--- src/rtl/irda_pkg.sv ---
package irda_pkg;

    localparam int DIV_W     = 3;
    localparam int CTRL_W    = DIV_W + 3;
    localparam int FIX_CNT_W = 1 << DIV_W;

    typedef struct packed {
        logic [DIV_W-1:0] div;
        logic             fix;
        logic             inv;
        logic             en;
    } ctrl_t;

    typedef enum logic [1:0] {
        TX_IDLE  = 2'd0,
        TX_PULSE = 2'd1,
        TX_GAP   = 2'd2
    } tx_state_e;

    typedef enum logic {
        RX_IDLE = 1'b0,
        RX_LOW  = 1'b1
    } rx_state_e;

endpackage

--- src/rtl/irda_cfg_reg.sv ---
module irda_cfg_reg
    import irda_pkg::*;
#(
    parameter int REG_W = 32
) (
    input  logic             clk,
    input  logic             rst_n,
    input  logic             wr_i,
    input  logic [REG_W-1:0] wdata_i,
    output ctrl_t            ctrl_o,
    output logic [REG_W-1:0] rdata_o
);

    ctrl_t ctrl_q;
    logic  unused_wr_hi;

    assign unused_wr_hi = ^wdata_i[REG_W-1:CTRL_W];

    always_ff @(posedge clk or negedge rst_n) begin
        if (!rst_n) begin
            ctrl_q <= '0;
        end else if (wr_i) begin
            ctrl_q <= ctrl_t'(wdata_i[CTRL_W-1:0]);
        end
    end

    assign ctrl_o  = ctrl_q;
    assign rdata_o = {{(REG_W-CTRL_W){1'b0}}, ctrl_q};

    AST_CTRL_LOAD: assert property (@(posedge clk) disable iff (!rst_n)
        wr_i |=> rdata_o[CTRL_W-1:0] == $past(wdata_i[CTRL_W-1:0]));

endmodule

--- src/rtl/irda_tx_shaper.sv ---
module irda_tx_shaper
    import irda_pkg::*;
#(
    parameter int TICKS_PER_BIT = 16,
    parameter int PULSE_TICKS   = 3
) (
    input  logic  clk,
    input  logic  rst_n,
    input  logic  tick_i,
    input  logic  txd_i,
    input  ctrl_t ctrl_i,
    output logic  pulse_o
);

    localparam int TW = $clog2(TICKS_PER_BIT);
    localparam int PW = $clog2(PULSE_TICKS + 1);

    tx_state_e            state_q, state_d;
    logic [TW-1:0]        tcnt_q;
    logic [PW-1:0]        pcnt_q;
    logic [FIX_CNT_W-1:0] fcnt_q;
    logic [FIX_CNT_W-1:0] fix_load;
    logic                 bit_end;
    logic                 launch;
    logic                 pulse_done;
    logic                 restart;

    // width minus one for 2^(k+1) clocks: all ones shifted right by (max-k)
    assign fix_load   = {FIX_CNT_W{1'b1}} >> (~ctrl_i.div);
    assign bit_end    = tick_i && (tcnt_q == TW'(TICKS_PER_BIT - 1));
    assign launch     = tick_i && !txd_i;
    assign pulse_done = ctrl_i.fix ? (fcnt_q == '0)
                                   : (tick_i && (pcnt_q == PW'(PULSE_TICKS - 1)));

    // next-state logic
    always_comb begin
        state_d = state_q;
        if (!ctrl_i.en) begin
            state_d = TX_IDLE;
        end else begin
            unique case (state_q)
                TX_IDLE: begin
                    if (launch) state_d = TX_PULSE;
                end
                TX_PULSE: begin
                    if (bit_end)         state_d = txd_i ? TX_IDLE : TX_PULSE;
                    else if (pulse_done) state_d = TX_GAP;
                end
                TX_GAP: begin
                    if (bit_end) state_d = txd_i ? TX_IDLE : TX_PULSE;
                end
                default: state_d = TX_IDLE;
            endcase
        end
    end

    assign restart = (state_d == TX_PULSE) && ((state_q == TX_IDLE) || bit_end);

    // state register
    always_ff @(posedge clk or negedge rst_n) begin
        if (!rst_n) state_q <= TX_IDLE;
        else        state_q <= state_d;
    end

    // bit-period, tick-width and clock-width counters
    always_ff @(posedge clk or negedge rst_n) begin
        if (!rst_n) begin
            tcnt_q <= '0;
            pcnt_q <= '0;
            fcnt_q <= '0;
        end else if (restart) begin
            tcnt_q <= '0;
            pcnt_q <= '0;
            fcnt_q <= fix_load;
        end else begin
            if (tick_i && (state_q != TX_IDLE)) tcnt_q <= tcnt_q + 1'b1;
            if (state_q == TX_PULSE) begin
                if (tick_i)        pcnt_q <= pcnt_q + 1'b1;
                if (fcnt_q != '0)  fcnt_q <= fcnt_q - 1'b1;
            end
        end
    end

    // outputs
    always_comb begin
        pulse_o = (state_q == TX_PULSE);
    end

    // checker counters
    logic [31:0] hi_run_q;
    logic [31:0] tick_run_q;

    always_ff @(posedge clk or negedge rst_n) begin
        if (!rst_n) begin
            hi_run_q   <= '0;
            tick_run_q <= '0;
        end else if (!pulse_o || bit_end) begin
            hi_run_q   <= '0;
            tick_run_q <= '0;
        end else begin
            hi_run_q <= hi_run_q + 1'b1;
            if (tick_i) tick_run_q <= tick_run_q + 1'b1;
        end
    end

    AST_TX_LAUNCH_ON_TICK: assert property (@(posedge clk) disable iff (!rst_n)
        $rose(pulse_o) |-> $past(tick_i && !txd_i));

    AST_TX_FIXED_WIDTH: assert property (@(posedge clk) disable iff (!rst_n)
        (ctrl_i.fix && pulse_o) |-> (hi_run_q < (32'd2 << ctrl_i.div)));

    AST_TX_TICK_WIDTH: assert property (@(posedge clk) disable iff (!rst_n)
        (!ctrl_i.fix && pulse_o) |-> (tick_run_q < 32'(PULSE_TICKS)));

    AST_TX_QUIET_OFF: assert property (@(posedge clk) disable iff (!rst_n)
        !ctrl_i.en |=> !pulse_o);

endmodule

--- src/rtl/irda_rx_stretcher.sv ---
module irda_rx_stretcher
    import irda_pkg::*;
#(
    parameter int TICKS_PER_BIT = 16,
    parameter int SYNC_STAGES   = 2
) (
    input  logic  clk,
    input  logic  rst_n,
    input  logic  tick_i,
    input  logic  rx_i,
    input  ctrl_t ctrl_i,
    output logic  rxd_o
);

    localparam int TW = $clog2(TICKS_PER_BIT);

    logic [SYNC_STAGES-1:0] sync_q;
    logic                   rx_fixed;
    logic                   rx_s;
    logic                   prev_q;
    logic                   rise;
    rx_state_e              state_q, state_d;
    logic [TW-1:0]          rcnt_q;

    assign rx_fixed = rx_i ^ ctrl_i.inv;

    genvar g;
    generate
        for (g = 0; g < SYNC_STAGES; g++) begin : g_sync
            if (g == 0) begin : g_first
                always_ff @(posedge clk or negedge rst_n) begin
                    if (!rst_n) sync_q[0] <= 1'b0;
                    else        sync_q[0] <= rx_fixed;
                end
            end else begin : g_next
                always_ff @(posedge clk or negedge rst_n) begin
                    if (!rst_n) sync_q[g] <= 1'b0;
                    else        sync_q[g] <= sync_q[g-1];
                end
            end
        end
    endgenerate

    assign rx_s = sync_q[SYNC_STAGES-1];

    always_ff @(posedge clk or negedge rst_n) begin
        if (!rst_n) prev_q <= 1'b0;
        else        prev_q <= rx_s;
    end

    assign rise = rx_s && !prev_q;

    // next-state logic
    always_comb begin
        state_d = state_q;
        if (!ctrl_i.en) begin
            state_d = RX_IDLE;
        end else begin
            unique case (state_q)
                RX_IDLE: begin
                    if (rise) state_d = RX_LOW;
                end
                RX_LOW: begin
                    if (rise)                                              state_d = RX_LOW;
                    else if (tick_i && (rcnt_q == TW'(TICKS_PER_BIT - 1))) state_d = RX_IDLE;
                end
                default: state_d = RX_IDLE;
            endcase
        end
    end

    // state register
    always_ff @(posedge clk or negedge rst_n) begin
        if (!rst_n) state_q <= RX_IDLE;
        else        state_q <= state_d;
    end

    always_ff @(posedge clk or negedge rst_n) begin
        if (!rst_n)                            rcnt_q <= '0;
        else if (rise)                         rcnt_q <= '0;
        else if (state_q == RX_LOW && tick_i)  rcnt_q <= rcnt_q + 1'b1;
    end

    // outputs
    always_comb begin
        rxd_o = ctrl_i.en ? (state_q != RX_LOW) : rx_s;
    end

    AST_RX_EDGE_LOW: assert property (@(posedge clk) disable iff (!rst_n)
        (ctrl_i.en && rise) ##1 ctrl_i.en |-> !rxd_o);

endmodule

--- src/rtl/irda_sir_codec.sv ---
module irda_sir_codec
    import irda_pkg::*;
#(
    parameter int REG_W         = 32,
    parameter int TICKS_PER_BIT = 16,
    parameter int PULSE_TICKS   = 3,
    parameter int SYNC_STAGES   = 2
) (
    input  logic             clk,
    input  logic             rst_n,
    input  logic             baud_tick16,
    input  logic             cfg_wr,
    input  logic [REG_W-1:0] cfg_wdata,
    output logic [REG_W-1:0] cfg_rdata,
    input  logic             ser_txd_i,
    output logic             ser_rxd_o,
    output logic             ir_tx_o,
    input  logic             ir_rx_i
);

    ctrl_t ctrl;
    logic  tx_pulse;

    irda_cfg_reg #(.REG_W(REG_W)) u_cfg (
        .clk     (clk),
        .rst_n   (rst_n),
        .wr_i    (cfg_wr),
        .wdata_i (cfg_wdata),
        .ctrl_o  (ctrl),
        .rdata_o (cfg_rdata)
    );

    irda_tx_shaper #(
        .TICKS_PER_BIT (TICKS_PER_BIT),
        .PULSE_TICKS   (PULSE_TICKS)
    ) u_tx (
        .clk     (clk),
        .rst_n   (rst_n),
        .tick_i  (baud_tick16),
        .txd_i   (ser_txd_i),
        .ctrl_i  (ctrl),
        .pulse_o (tx_pulse)
    );

    irda_rx_stretcher #(
        .TICKS_PER_BIT (TICKS_PER_BIT),
        .SYNC_STAGES   (SYNC_STAGES)
    ) u_rx (
        .clk    (clk),
        .rst_n  (rst_n),
        .tick_i (baud_tick16),
        .rx_i   (ir_rx_i),
        .ctrl_i (ctrl),
        .rxd_o  (ser_rxd_o)
    );

    always_comb begin
        ir_tx_o = ctrl.en ? tx_pulse : ser_txd_i;
    end

endmodule

--- config.mk ---
export PLATFORM = sky130hd
export DESIGN_NAME = irda_sir_codec
export DESIGN_NICKNAME = d
export VERILOG_FILES = /design/src/rtl/irda_pkg.sv /design/src/rtl/irda_cfg_reg.sv /design/src/rtl/irda_tx_shaper.sv /design/src/rtl/irda_rx_stretcher.sv /design/src/rtl/irda_sir_codec.sv
export SDC_FILE = /design/constraint.sdc
export NUM_CORES = 1
export LEC_CHECK = 0
export ABC_AREA = 1
export BUFFER_PORTS_ARGS = -buffer_cell sky130_fd_sc_hd__buf_2
export CAP_MARGIN = 0
export CORE_MARGIN = 5
export CORE_UTILIZATION = 30
export DETAILED_ROUTE_END_ITERATION = 8
export PLACE_DENSITY = 0.59
export RECOVER_POWER = 25
export SYNTH_ARGS = -nofsm -noshare
export SYNTH_HDL_FRONTEND = slang
export SYNTH_SLANG_ARGS = --single-unit
--- constraint.sdc ---
create_clock -name clk -period 1.5 [get_ports clk]
set_clock_uncertainty 0.05 [all_clocks]
set_input_delay 0.075 -clock clk [delete_from_list [all_inputs] [get_ports clk]]
set_output_delay 0.075 -clock clk [all_outputs]
set_load 0.02 [all_outputs]
==> flow_metrics.py, run 1 <==
metrics = {
    "run": {
        "cap_violations": 0,
    },
    "route": {
        "wirelength_mm": 3.94,
        "drt_iter0_markers": 64,
        "vias": 1577,
        "firstDrtPassIters": 4,
        "avgRoutedWirePerCell_um": 10.6,
        "via_per_inst": 4.26,
        "post-route-drc-count": 0,
        "ant_nets": 0,
    },
    "place": {
        "gp_congestion": 0.787,
        "post-dp-hpwl_mm": 2.96,
        "placed_area_mm2": 0.00212,
        "io_buffers": 19,
    },
    "logic_synthesis": {
        "syn_inst": 237,
        "ys_seq_area_share_pct": 40.1,
        "yosysWarnings": 0,
        "synth.avg_cell_area_um2": 7.90,
        "synth.area.top_cells": "dfrtp_1, nand2_1, buf_4, inv_1, nand3_1",
        "synth_area_leader_cell": "dfrtp_1",
        "synth-seq-cells": 30,
        "synth_top_cell_area_share_pct": 40.1,
        "ys_types": 31,
        "syn_area_mm2": 0.00187,
    },
    "timing": {
        "report.final.slew_viol_count": 0,
        "hold_viol_final": 0,
        "fin_crit_ns": 1.51,
        "fin_setup_tns_ns": -0.0163,
        "holdWs_ns": 0.0716,
        "finalSetupViolations": 3,
        "fin_ws_ns": -0.0108,
        "rsz0062_at_grt": "yes",
        "period_share_pct": 101,
        "worst_pin_slew_ns": 0.962,
        "fmax_mhz": 662,
        "maxSlewHeadroom_pct": 35.9,
    },
    "worst_setup_path": {
        "worst-path-buf-inv": 2,
        "critical-path-top-delay-family": "flip-flops",
        "cp_slowest_cell": "dfrtp_1",
        "cp_cell_sequence": "nor2_2, buf_4, a21oi_4, nand3_4, buf_4, nand2_1, nand2_1, nand2_1, nand2_1",
        "worstPathRequired_ns": 1.63,
        "slowest_delay_ns": 0.43,
        "cp.arrival_ns": 1.64,
        "critical_path_class": "register to register",
        "crit_path_max_fanout": 8,
        "cp_common_cell": "nand2_1",
        "setup.worst_path.end_class": "register",
        "cp-start-kind": "register",
    },
    "power_and_ir_drop": {
        "p_per_area_mw_per_mm2": 1350,
        "peakVddDrop_mv": 0.770,
        "p_leak_nw": 1.25,
    },
    "die": {
        "dieArea_mm2": 0.00792,
        "core_mm2": 0.00599,
        "die_w_um": 89.0,
        "die_height_um": 89.0,
        "ios": 72,
        "row_count": 28,
        "start_util_pct": 31.3,
    },
    "finish": {
        "drive_above_1_share_pct": 26.4,
        "fin_nets": 336,
        "area_growth_pct": 25.7,
        "final_cell_area_mm2": 0.00235,
        "final_common_cell": "nand2_1",
        "fillCellCount": 611,
        "insertedDiodeCount": 0,
        "finish.utilization_pct": 39.3,
        "layout_common_cells": "nand2_1, dfrtp_1, conb_1, buf_4, inv_1",
    },
    "run_status": {
        "violations": "setup timing",
        "status": "finished, violations left",
    },
    "grt": {
        "use_met3_pct": 1.94,
        "top_usage_layer": "met2",
        "grt_max_degree": 18,
        "grt_use_total_pct": 10.6,
        "grt_pass1_wl_mm": 6.51,
        "grt_use_met1_pct": 13.1,
        "first_global_vias": 1436,
        "grt_util_met2_pct": 17.7,
        "grt_overflow": 0,
        "antenna_found_initial": 0,
    },
    "clock_network": {
        "ctsHtreeMaxLevel": 2,
        "cts_buffers": 5,
        "clk_path_buf_depth": 2,
        "root_buffer": "clkbuf_8",
        "insertion_delay_ns": 0.28,
        "clk_pin_slew_ns": 0.07,
        "cts_sinks": 30,
        "cts_tree": "yes",
    },
    "hold_path": {
        "hold_path_class": "primary input to register",
    },
}
## state kept, by name, summed over array words and instances, names as in the netlist
signal and count:
u_rx.state_q 1, u_rx.rcnt_q 4, u_rx.prev_q 1, u_rx.rx_s 1, u_rx.sync_q 1, u_tx.pcnt_q 2
u_tx.tcnt_q 4, u_tx.state_q 2, u_cfg.ctrl_o 6, u_tx.fcnt_q 8
## per-layer routing
layer | vias up | share of wire, %
li1 | 812 | -
met1 | 718 | 46
met2 | 40 | 47
met3 | 7 | 5.4
met4 | 0 | 2.0
met5 | - | 0
## layout make-up
class,instances,area (µm²),share of cell area [%]
multi-input combinational,176,923,39.2
timing repair buffer,53,384,16.3
inverter,28,108,4.57
sequential,30,751,31.9
clock inverter,2,12.5,0.531
tap,75,93.8,3.99
clock buffer,6,82.6,3.51
## cells in the mapped netlist, drive strengths merged
master,count
a21oi,4
buf,27
clkbuf,1
conb,1
dfrtp,30
ha,4
inv,28
mux2,2
nand2,69
nand3,16
nand3b,2
nand4,7
nor2,19
nor3,1
nor3b,1
o21a,1
o21ai,15
o22ai,1
o31ai,1
or2,1
xnor2,3
xor2,3
## metrics by stage
step	std cells	total power, W	worst slack (ns)
after floorplan	262	0.00205	0.00768
after global placement	349	0.00240	0.0183
after detailed placement	349	0.00243	0.000867
after CTS	366	0.00318	0.0154
after global routing	370	0.00348	-0.0842
final	370	0.00319	-0.0108
## kinds of logic after synthesis
logic type	synth area share, %
AOI/OAI and AO/OA	8.42
adders and majority gates	2.67
DFF	40.1
xor gates and xnor gates	2.81
muxes	1.20
buffers and inverters	16.8
and+or+nand+nor	27.8
other	0.200
## worst paths after layout
kind / cells after the start / end / from / slack (ns)
max: 9 / u_tx.fcnt_q[5]$_DFFE_PN0P_ / u_tx.state_q[1]$_DFF_PN0_ / -0.01
min: 4 / u_tx.state_q[0]$_DFF_PN0_ / ser_txd_i / 0.07
max reg2reg: 9 / u_tx.fcnt_q[5]$_DFFE_PN0P_ / u_tx.state_q[1]$_DFF_PN0_ / -0.01
min reg2reg: 0 / u_rx.rx_s$_DFF_PN0_ / u_rx.sync_q[0]$_DFF_PN0_ / 0.32
max in group asynchronous: 3 / u_tx.fcnt_q[6]$_DFFE_PN0P_ / rst_n / 0.29
min in group asynchronous: 2 / u_tx.pcnt_q[0]$_DFFE_PN0P_ / rst_n / 0.41
## power breakdown
part	leakage (nW)	switching [W]	total, W	internal (W)
combinational	0.817	0.000717	0.00131	0.000596
clock	0.0472	0.000326	0.000694	0.000368
sequential	0.382	0.000171	0.00118	0.00101
total	1.25	0.00121	0.00319	0.00197
## worst min-delay path, delay by kind of cell
family | cells | cell delay [ns]
AOI/OAI and AO/OA | 1 | 0.07
buffers and inverters | 1 | 0.11
and+or+nand+nor | 2 | 0.12
## repair_timing
item | 4_1_cts | 5_1_grt
pin swaps | 0 | 3
resized for setup | 3 | 7
hold endpoints to repair | 27 | 0
setup buffers | 1 | 4
cloned | 0 | 0
hold buffers | 8 | 0
setup endpoints to repair | 7 | 12
No activity file was read; power rests on OpenSTA's default activity.
==> inputs of run 2 (changes only) <==
- SYNTH_HIERARCHICAL: not set -> 1
==> run 2 against run 1 <==
Effect of this change:
- the flow still finishes with violations (setup timing)
- count of clock-buffer cells in the layout stayed put
- first-iteration DRC count is 41% higher
- wire length is 5.6% higher
- design area is 9.2% higher
- flip-flop and latch count stayed put
- worst hold slack worse by 0.042 ns
- area after synthesis is 1.5% higher
- total power is 14% higher
- via count is 2.3% higher
- utilization is 1.9 points higher
- critical path type unchanged
==> flow_metrics.py, run 2 <==
metrics = {
    "run_status": {
        "status": "finished, violations left",
        "violations": "setup timing",
    },
    "die": {
        "die_height_um": 89.6,
        "core_mm2": 0.00624,
        "ios": 72,
        "row_count": 29,
        "dieArea_mm2": 0.00803,
        "die_w_um": 89.6,
        "start_util_pct": 30.5,
    },
    "worst_setup_path": {
        "r2r_slack_ns": -0.12,
        "slowest_delay_ns": 0.36,
        "r2r_cells": 10,
        "critical_path_class": "register to register",
        "cp.arrival_ns": 1.75,
        "rr_startpoint": "u_tx/tcnt_q[0]$_DFFE_PN0P_",
        "critical-path-top-delay-family": "simple AND/OR/NAND/NOR gates",
        "worstPathRequired_ns": 1.62,
        "r2r_end": "u_tx/tcnt_q[0]$_DFFE_PN0P_",
        "setup.worst_path.end_class": "register",
        "cp_slowest_cell": "dfrtp_1",
        "worst-path-buf-inv": 2,
        "crit_path_max_fanout": 6,
        "cp_cell_sequence": "ha_2, nand2_2, nor2_4, nand2_1, a21o_1, nand2_4, nand3_4, buf_4, nand3_1, inv_1",
        "cp-start-kind": "register",
    },
    "timing": {
        "period_share_pct": 108,
        "fin_ws_ns": -0.123,
        "holdWs_ns": 0.0293,
        "rsz0062_at_grt": "yes",
        "report.final.slew_viol_count": 0,
        "fin_crit_ns": 1.62,
        "hold_viol_final": 0,
        "finalSetupViolations": 14,
        "fmax_mhz": 616,
        "worst_pin_slew_ns": 0.542,
        "maxSlewHeadroom_pct": 63.9,
    },
    "finish": {
        "final_common_cell": "nand2_1",
        "final-instance-count-excl-fill": 384,
        "area_growth_pct": 35.2,
        "fillCellCount": 631,
        "final_cell_area_mm2": 0.00257,
        "fin_nets": 348,
        "regArea_um2": 751,
        "multi_input_area_mm2": 0.00103,
        "insertedDiodeCount": 0,
        "finish.utilization_pct": 41.2,
        "layout_common_cells": "nand2_1, dfrtp_1, buf_4, conb_1, inv_1",
        "drive_above_1_share_pct": 34.2,
        "largest_reg_flops": 8,
        "largest-register": "u_tx/fcnt_q",
    },
    "power_and_ir_drop": {
        "peakVddDrop_mv": 0.513,
        "p_int_w": 0.00238,
        "p_seq_share_pct": 32.5,
        "p_per_area_mw_per_mm2": 1410,
        "p_switching_w": 0.00125,
        "p_leak_nw": 1.35,
        "p_clk_share_pct": 28.1,
        "p_comb_share_pct": 39.4,
        "swShare_pct": 34.5,
    },
    "hold_path": {
        "worstHoldStart": "cfg_wr",
        "hold_path_class": "primary input to register",
        "min_path_cells": 3,
        "min_to": "u_cfg/ctrl_o[1]$_DFFE_PN0P_",
    },
    "logic_synthesis": {
        "synthArstFlopShare_pct": 100,
        "synth_top_cell_area_share_pct": 39.5,
        "synth-seq-cells": 30,
        "synth.avg_cell_area_um2": 7.70,
        "yosysMostFrequentCell": "nand2_1",
        "synth-edff-count": 0,
        "synth.area.top_cells": "dfrtp_1, nand2_1, buf_4, nand3_1, inv_1",
        "yosysWarnings": 6,
        "synth_area_leader_cell": "dfrtp_1",
        "synth_ff_type": "dfrtp_1",
        "ys_seq_area_share_pct": 39.5,
        "synth_common_cells": "nand2_1, buf_4, dfrtp_1, inv_1, nand3_1",
        "syn_inst": 247,
        "ys_types": 28,
        "syn_area_mm2": 0.00190,
    },
    "route": {
        "via_per_inst": 4.20,
        "firstDrtPassIters": 4,
        "drt_iter0_markers": 90,
        "avgRoutedWirePerCell_um": 10.8,
        "vias": 1613,
        "wirelength_mm": 4.16,
        "post-route-drc-count": 0,
        "ant_nets": 0,
    },
    "grt": {
        "first_global_vias": 1577,
        "grt_overflow": 0,
        "antenna_found_initial": 0,
        "grt_use_total_pct": 11.4,
        "grt_max_degree": 21,
        "grt_pass1_wl_mm": 6.98,
    },
    "place": {
        "post-dp-hpwl_mm": 3.06,
        "dp_cells": 364,
        "io_buffers": 19,
        "gp_congestion": 0.834,
        "placed_area_mm2": 0.00219,
    },
    "clock_network": {
        "ctsHtreeMaxLevel": 2,
        "cts_tree": "yes",
        "insertion_delay_ns": 0.28,
        "cts_buffers": 5,
        "clk_pin_slew_ns": 0.07,
        "clk_path_buf_depth": 2,
        "cts_sinks": 30,
        "root_buffer": "clkbuf_8",
    },
    "run": {
        "cap_violations": 0,
    },
}
-- run 2: cell count changes after synthesis, sizes merged, moves of 4 or more --
cell and delta:
nor2 -7, nand2 +10, buf +6, nand3 +6, o21ai -6, xor2 +4
-- run 2: cells by family (layout without fill, tap and decap cells) --
family	Yosys count	after routing	synth area share (%)
flops	30	30	39.5
xor+xnor	10	10	4.61
other cells	1	26	0.197
buf+inv	62	96	18.9
fa+ha+maj	4	4	2.63
compound gates	18	18	5.66
simple gates	122	123	28.5
-- run 2: power by group through the flow --
stage,clock network (W),logic (W),registers [W]
2_1_floorplan,0,0.000865,0.00119
3_3_place_gp,0,0.00126,0.00118
3_5_place_dp,0,0.00127,0.00119
4_1_cts,0.00105,0.00135,0.00118
5_1_grt,0.00108,0.00163,0.00120
6_report,0.00102,0.00143,0.00118
-- run 2: cell type report --
cell class / instances / share of cell area, %
Sequential cell: 30 / 29.2
Clock inverter: 2 / 2.34
Timing Repair Buffer: 59 / 16.8
Inverter: 29 / 4.53
Tap cell: 77 / 3.75
Multi-Input combinational cell: 181 / 40.1
Clock buffer: 6 / 3.21
-- run 2: how the worst max path moves through the flow --
stage | startpoint | endpoint | cells past startpoint
final | u_tx/tcnt_q[0]$_DFFE_PN0P_ | u_tx/tcnt_q[0]$_DFFE_PN0P_ | 10
after CTS | u_tx/tcnt_q[0]$_DFFE_PN0P_ | u_tx/fcnt_q[1]$_DFFE_PN0P_ | 8
after global placement | u_tx/pcnt_q[0]$_DFFE_PN0P_ | u_tx/fcnt_q[1]$_DFFE_PN0P_ | 10
after global routing | u_tx/fcnt_q[1]$_DFFE_PN0P_ | u_tx/fcnt_q[1]$_DFFE_PN0P_ | 12
after detailed placement | u_tx/pcnt_q[0]$_DFFE_PN0P_ | u_tx/fcnt_q[1]$_DFFE_PN0P_ | 10
after floorplan | u_tx/tcnt_q[0]$_DFFE_PN0P_ | u_tx/fcnt_q[4]$_DFFE_PN0P_ | 10
-- run 2: repair_timing --
action                     CTS  global route
setup buffers                1             2
hold buffers                 8             0
gates resized for setup     13            23
hold endpoints to repair    25             0
gates cloned                 1             0
setup endpoints to repair   15            16
pin swaps                    5             8
-- run 2: stage by stage --
step	TNS [ns]	total power (W)	setup WS, ns
after floorplan	-0.241	0.00205	-0.0547
after CTS	-1.64	0.00358	-0.136
after global routing	-2.93	0.00392	-0.233
after detailed placement	-2.58	0.00247	-0.219
final	-1.52	0.00363	-0.123
after global placement	-2.15	0.00244	-0.175
-- run 2: metal layers --
metal | global-route usage (%) | routed length [µm] | vias to the layer above
met5 | 0 | 0 | -
li1 | - | - | 836
met2 | 19.1 | 2050 | 27
met1 | 13.6 | 1850 | 745
met4 | 5.68 | 80 | 0
met3 | 2.83 | 186 | 5
-- run 2: worst min-delay path, stage by stage --
cell     delay (ns)
buf_2          0.14
nand2_1        0.06
nand2_1        0.04
